--- src/rtl/brd_wdog_pkg.sv ---
package brd_wdog_pkg;

   typedef enum logic [1:0] {
      WD_ACT_NONE  = 2'b00,
      WD_ACT_NMI   = 2'b01,
      WD_ACT_RST   = 2'b10,
      WD_ACT_SPARE = 2'b11
   } wd_act_e;

   localparam logic [1:0] OFS_STAT  = 2'd0;
   localparam logic [1:0] OFS_WDOG  = 2'd1;
   localparam logic [1:0] OFS_CTRL  = 2'd2;

   localparam logic [7:0] MAGIC_ARM  = 8'h55;
   localparam logic [7:0] MAGIC_KICK = 8'h7F;

   localparam int SBIT_ARMED    = 0;
   localparam int SBIT_THERM_OK = 4;
   localparam int SBIT_FLASH    = 5;

   localparam int CBIT_FLASH = 0;
   localparam int CBIT_THERM = 4;

   localparam logic [7:0] RD_NOREG = 8'hFF;
   localparam logic [7:0] RD_IDLE  = 8'h00;

endpackage

--- src/rtl/brd_wdog_decode.sv ---
module brd_wdog_decode
   import brd_wdog_pkg::*;
#(
   parameter int                ADDR_W = 16,
   parameter logic [ADDR_W-1:0] BASE   = 16'h0200
) (
   input  logic [ADDR_W-1:0] io_addr,
   input  logic              io_wr,
   input  logic              io_rd,
   input  logic [7:0]        stat_byte,
   output logic              wr_wdog,
   output logic              wr_ctrl,
   output logic [7:0]        io_rdata
);

   localparam int               TAG_W   = ADDR_W - 2;
   localparam logic [TAG_W-1:0] WIN_TAG = BASE[ADDR_W-1:2];

   logic       in_win;
   logic [1:0] ofs;

   assign in_win  = (io_addr[ADDR_W-1:2] == WIN_TAG);
   assign ofs     = io_addr[1:0];
   assign wr_wdog = io_wr && in_win && (ofs == OFS_WDOG);
   assign wr_ctrl = io_wr && in_win && (ofs == OFS_CTRL);

   always_comb begin
      io_rdata = RD_IDLE;
      if (io_rd && in_win) begin
         if (ofs == OFS_STAT) io_rdata = stat_byte;
         else                 io_rdata = RD_NOREG;
      end
   end

endmodule

--- src/rtl/brd_wdog_ctrl.sv ---
module brd_wdog_ctrl #(
   parameter bit RST_FLASH = 1'b1,
   parameter bit RST_THERM = 1'b0
) (
   input  logic clk,
   input  logic rst_n,
   input  logic wr_ctrl,
   input  logic d_flash,
   input  logic d_therm,
   input  logic therm_n,
   output logic flash_en,
   output logic therm_fwd,
   output logic therm_irq
);

   always_ff @(posedge clk or negedge rst_n) begin
      if (!rst_n) begin
         flash_en  <= RST_FLASH;
         therm_fwd <= RST_THERM;
      end else if (wr_ctrl) begin
         flash_en  <= d_flash;
         therm_fwd <= d_therm;
      end
   end

   assign therm_irq = therm_fwd && !therm_n;

endmodule

--- src/rtl/brd_wdog_timer.sv ---
module brd_wdog_timer
   import brd_wdog_pkg::*;
#(
   parameter int PERIOD_TICKS = 1200
) (
   input  logic       clk,
   input  logic       rst_n,
   input  logic       tick_en,
   input  logic       wr_wdog,
   input  logic [7:0] wdata,
   output logic       armed,
   output logic       timed_out,
   output logic       expire_evt
);

   localparam int              CNT_W = (PERIOD_TICKS > 2) ? $clog2(PERIOD_TICKS) : 1;
   localparam logic [CNT_W-1:0] LAST = CNT_W'(PERIOD_TICKS - 1);

   logic [CNT_W-1:0] cnt;
   logic             arm_hit;
   logic             kick_hit;
   logic             restart;
   logic             step;

   assign arm_hit  = wr_wdog && (wdata == MAGIC_ARM);
   assign kick_hit = wr_wdog && armed && (wdata == MAGIC_KICK);
   assign restart  = arm_hit || kick_hit;
   assign step     = armed && tick_en;

   always_ff @(posedge clk or negedge rst_n) begin
      if (!rst_n) begin
         armed      <= 1'b0;
         cnt        <= '0;
         timed_out  <= 1'b0;
         expire_evt <= 1'b0;
      end else begin
         armed <= armed || arm_hit;
         if (restart) begin
            cnt        <= '0;
            timed_out  <= 1'b0;
            expire_evt <= 1'b0;
         end else if (step && (cnt == LAST)) begin
            cnt        <= '0;
            timed_out  <= 1'b1;
            expire_evt <= 1'b1;
         end else begin
            if (step) cnt <= cnt + CNT_W'(1);
            expire_evt <= 1'b0;
         end
      end
   end

endmodule

--- src/rtl/brd_wdog_action.sv ---
module brd_wdog_action
   import brd_wdog_pkg::*;
#(
   parameter int RST_CYCLES = 16
) (
   input  logic    clk,
   input  logic    rst_n,
   input  wd_act_e mode,
   input  logic    expire_evt,
   output logic    nmi_pulse,
   output logic    hrst_req
);

   logic fire_rst;

   assign nmi_pulse = expire_evt && (mode == WD_ACT_NMI);
   assign fire_rst  = expire_evt && (mode == WD_ACT_RST);

   generate
      if (RST_CYCLES == 1) begin : g_hold_flop
         logic hold_q;
         always_ff @(posedge clk or negedge rst_n) begin
            if (!rst_n) hold_q <= 1'b0;
            else        hold_q <= fire_rst;
         end
         assign hrst_req = hold_q;
      end else begin : g_hold_cnt
         localparam int               HOLD_W   = $clog2(RST_CYCLES + 1);
         localparam logic [HOLD_W-1:0] HOLD_LD = HOLD_W'(RST_CYCLES);
         logic [HOLD_W-1:0] hold_cnt;
         always_ff @(posedge clk or negedge rst_n) begin
            if (!rst_n)                hold_cnt <= '0;
            else if (fire_rst)         hold_cnt <= HOLD_LD;
            else if (hold_cnt != '0)   hold_cnt <= hold_cnt - HOLD_W'(1);
         end
         assign hrst_req = (hold_cnt != '0);
      end
   endgenerate

endmodule

--- src/rtl/brd_wdog_regs.sv ---
module brd_wdog_regs
   import brd_wdog_pkg::*;
#(
   parameter int                ADDR_W       = 16,
   parameter logic [ADDR_W-1:0] BASE         = 16'h0200,
   parameter int                PERIOD_TICKS = 1200,
   parameter int                RST_CYCLES   = 16,
   parameter bit                RST_FLASH    = 1'b1,
   parameter bit                RST_THERM    = 1'b0
) (
   input  logic              clk,
   input  logic              rst_n,
   input  logic              tick_en,
   input  logic [ADDR_W-1:0] io_addr,
   input  logic              io_wr,
   input  logic              io_rd,
   input  logic [7:0]        io_wdata,
   output logic [7:0]        io_rdata,
   input  logic [1:0]        strap_mode,
   input  logic              therm_n,
   output logic              wdog_n,
   output logic              nmi_pulse,
   output logic              hrst_req,
   output logic              therm_irq,
   output logic              flash_en
);

   generate
      if (ADDR_W < 3) begin : g_bad_addr
         $error("ADDR_W must be at least 3");
      end
      if (BASE[1:0] != 2'b00) begin : g_bad_base
         $error("BASE must be aligned to a four-byte window");
      end
      if (PERIOD_TICKS < 2) begin : g_bad_period
         $error("PERIOD_TICKS must be at least 2");
      end
      if (RST_CYCLES < 1) begin : g_bad_hold
         $error("RST_CYCLES must be at least 1");
      end
   endgenerate

   logic       wr_wdog;
   logic       wr_ctrl;
   logic       wd_armed;
   logic       timed_out;
   logic       expire_evt;
   logic       therm_fwd;
   logic [7:0] stat_byte;
   wd_act_e    mode;

   assign mode   = wd_act_e'(strap_mode);
   assign wdog_n = !timed_out;

   always_comb begin
      stat_byte                = '0;
      stat_byte[SBIT_ARMED]    = wd_armed;
      stat_byte[SBIT_THERM_OK] = therm_n;
      stat_byte[SBIT_FLASH]    = flash_en;
   end

   brd_wdog_decode #(
      .ADDR_W (ADDR_W),
      .BASE   (BASE)
   ) u_dec (
      .io_addr   (io_addr),
      .io_wr     (io_wr),
      .io_rd     (io_rd),
      .stat_byte (stat_byte),
      .wr_wdog   (wr_wdog),
      .wr_ctrl   (wr_ctrl),
      .io_rdata  (io_rdata)
   );

   brd_wdog_ctrl #(
      .RST_FLASH (RST_FLASH),
      .RST_THERM (RST_THERM)
   ) u_ctrl (
      .clk       (clk),
      .rst_n     (rst_n),
      .wr_ctrl   (wr_ctrl),
      .d_flash   (io_wdata[CBIT_FLASH]),
      .d_therm   (io_wdata[CBIT_THERM]),
      .therm_n   (therm_n),
      .flash_en  (flash_en),
      .therm_fwd (therm_fwd),
      .therm_irq (therm_irq)
   );

   brd_wdog_timer #(
      .PERIOD_TICKS (PERIOD_TICKS)
   ) u_tmr (
      .clk        (clk),
      .rst_n      (rst_n),
      .tick_en    (tick_en),
      .wr_wdog    (wr_wdog),
      .wdata      (io_wdata),
      .armed      (wd_armed),
      .timed_out  (timed_out),
      .expire_evt (expire_evt)
   );

   brd_wdog_action #(
      .RST_CYCLES (RST_CYCLES)
   ) u_act (
      .clk        (clk),
      .rst_n      (rst_n),
      .mode       (mode),
      .expire_evt (expire_evt),
      .nmi_pulse  (nmi_pulse),
      .hrst_req   (hrst_req)
   );

endmodule

--- config.mk ---
export PLATFORM = sky130hd
export DESIGN_NAME = brd_wdog_regs
export DESIGN_NICKNAME = d
export VERILOG_FILES = /design/src/rtl/brd_wdog_pkg.sv /design/src/rtl/brd_wdog_decode.sv /design/src/rtl/brd_wdog_ctrl.sv /design/src/rtl/brd_wdog_timer.sv /design/src/rtl/brd_wdog_action.sv /design/src/rtl/brd_wdog_regs.sv
export SDC_FILE = /design/constraint.sdc
export NUM_CORES = 1
export LEC_CHECK = 0
export ABC_CLOCK_PERIOD_IN_PS = 2300
export BUFFER_PORTS_ARGS = -buffer_cell sky130_fd_sc_hd__buf_2
export CAP_MARGIN = 30
export CORE_UTILIZATION = 40
export DETAILED_ROUTE_END_ITERATION = 10
export GPL_TIMING_DRIVEN = 0
export PLACE_DENSITY = 0.74
export SLEW_MARGIN = 40
export SYNTH_ARGS = -nofsm -noshare
export SYNTH_HDL_FRONTEND = slang
export SYNTH_HIERARCHICAL = 1
export SYNTH_SLANG_ARGS = --single-unit
--- constraint.sdc ---
create_clock -name clk -period 2.3 [get_ports clk]
set_clock_uncertainty 0.1 [all_clocks]
set_input_delay 0.46 -clock clk [delete_from_list [all_inputs] [get_ports clk]]
set_output_delay 0.46 -clock clk [all_outputs]
set_load 0.01 [all_outputs]
==> out/results.tsv <==
metric	value	unit
status	finished, final reports clean	
post_drt_wl_per_cell	11.72	µm
rsz0062_at_grt	false	
post-place-cells	243	
layout.nets	240	
intPower	0.4614	mW
detail_route.first_pass.iterations	4	
hp-start	io_wdata[4]	
synthCells	149	
die_area	3780	µm²
path_class	register to primary output	
ys_types	46	
end_kind	primary output	
arrival	1.66	ns
grt-ovfl-total	0	
core_area	3363	µm²
num_rows	21	
syn_avg_cell_area	9.497	µm²
synth_edf_count	0	
grt_max_degree	22	
p_leak	0.8904	nW
timing.fmax	450.3	MHz
seq_power_share	0.611	
place_hpwl	2248	µm
grt_pass1_vias	1207	
hp-class	input pin to register	
async_reset_ff_frac	1.000	
switching_power	0.1424	mW
cts_max_level	1	
postRouteWirelength	2942	µm
routed-via-count	1312	
placed_area	1708	µm²
hold_viol	0	
setup_viol	0	
worst_setup_path_start_kind	register	
drc	0	
clock-root-buffer	clkbuf_4	
grt_pass1_wl	4933	µm
clock_path_buffers	2	
swShare	0.2358	
cts_buffers	3	
whs_path_depth	2	
synth_area	1415	µm²
cts.sinks	21	
drtIter0Drc	54	
ff2ff_path_depth	6	
whs	0.2918	ns
crit_required	1.74	ns
crit_fanout	5	
max_cap_viol_count	0	
area_growth	25.82	%
start_util	0.4208	
drtAntennaViolNets	0	
track_usage	0.1737	
finalCritPeriodShare	0.9656	
yosys.area.top_type	dfrtp_1	
pwr-share-clk	0.295	
synth_area_leaders	dfrtp_1 (35%), nor2_1 (5.3%), mux2i_1 (4.2%)	
powerDensity	339.1	nW/µm²
drv_slew	0	
synthFlopType	dfrtp_1	
die_h	61.48	µm
yosys.area.top_type_share	0.3537	
postLayoutCellArea	1780	µm²
instances_no_fill	251	
viasPerCell	5.227	
pwr-share-comb	0.094	
gp_congestion	0.8279	
synth_seq_cells	21	
cts.clk_slew.worst_paths	0.11	ns
crit_start	u_act/g_hold_cnt.hold_cnt[0]	
fp.dieW	61.48	µm
yosysWarnings	6	
cts_tree	yes	
synth-seq-area-share	0.3722	
io_buffers	44	
antenna_found_initial	0	
ir_worst_vdd	0.1666	mV
r2r-start	u_tmr/cnt[0]	
fin_tns_setup	0	ns
io_pins	45	
clock_latency	0.30	ns
final_layout_size_suffix_gt1_frac	0.3707	
diodes	0	
finalCriticalPeriod	2.221	ns
==> power by group through the flow <==
stage / Clock (mW) / Sequential, mW / Combinational, mW
finish: 0.178 / 0.369 / 0.0568
detailed placement: 0 / 0.376 / 0.0567
global route: 0.197 / 0.369 / 0.0637
CTS: 0.186 / 0.369 / 0.0582
floorplan: 0 / 0.376 / 0.0130
global placement: 0 / 0.376 / 0.0548
==> worst max-delay path, cell delays in order, from the launching register on <==
cell     delay [ns]
dfrtp_1        0.41
inv_2          0.07
ha_4           0.14
or4b_4         0.46
buf_6          0.15
buf_2          0.13
==> cells in the final DEF, fill, tap and decap left out, drive strengths merged, types with 3 or more instances in the layout <==
master,instances
nand4,6
or4b,3
clkbuf,5
nor3b,4
nand3,12
inv,5
and4,3
nor2,20
nand2,9
a21oi,6
mux2i,6
o2111ai,4
nand3b,8
nor4,3
buf,54
conb,5
dfrtp,20
==> what timing repair did <==
item / in CTS / in global routing
setup buffers: 1 / 2
hold buffers: 1 / 0
hold endpoints to repair: 6 / 0
pin swaps: 0 / 1
endpoints found under the setup margin: 1 / 2
gates resized for setup: 1 / 4
==> path summary, 6_finish.rpt <==
kind	endpoint	slack [ns]
max	hrst_req	0.08
min	u_ctrl/therm_fwd	0.29
max reg2reg	u_tmr/cnt[5]	0.37
min reg2reg	u_tmr/timed_out	0.43
max in group asynchronous	u_ctrl/flash_en	1.23
min in group asynchronous	u_tmr/cnt[2]	0.52
==> per-layer routing <==
layer  vias up  GRT usage  wire, µm
met5         -          0         0
li1        651          -         -
met4         0    0.07619        53
met1       621     0.2005      1247
met2        36     0.3210      1523
met3         4    0.01891       117
==> area by class of cell <==
cell class,count,area (µm²)
plain buffers,9,61.31
fillers,335,1583
inverters,5,18.77
clock inverters,1,5.005
well taps,46,57.56
clock buffers,3,22.52
multi-input cells,118,835.8
repair buffers,48,252.7
flip-flops and latches,21,526.8
==> registers in the layout, indices dropped and copies added, names as in the netlist <==
signal / count
u_ctrl/flash_en: 1
u_tmr/timed_out: 1
u_tmr/cnt: 11
u_ctrl/therm_fwd: 1
u_tmr/armed: 1
u_act/g_hold_cnt.hold_cnt: 5
u_tmr/expire_evt: 1
==> cells in the mapped netlist, types with 3 or more instances <==
library cell,number
a21oi_1,6
buf_2,4
buf_6,3
dfrtp_1,20
inv_1,5
mux2i_1,6
nand2_1,9
nand3_1,12
nand3b_1,8
nand4_1,5
nor2_1,20
nor3b_1,3
o2111ai_1,3
==> metrics by stage <==
stage                     setup slack [ns]  power, mW  utilization
after floorplan                     0.1609     0.3894            -
final                              0.07919     0.6038       0.5294
after global routing              0.003195     0.6301       0.5294
after global placement             -0.1614     0.4310       0.5078
after detailed placement           -0.2029     0.4330       0.5078
after CTS                         0.005956     0.6130       0.5219
==> logic make-up after synthesis <==
family          Yosys count  share of synthesized area
simple gates             83                     0.3828
xor+xnor                  1                   0.006190
flops                    21                     0.3722
mux                       8                    0.05836
fa+ha+maj                 2                    0.01768
buf+inv                  14                    0.05659
other cells               1                   0.002650
compound gates           19                     0.1035
No activity file was read; power rests on OpenSTA's default activity.
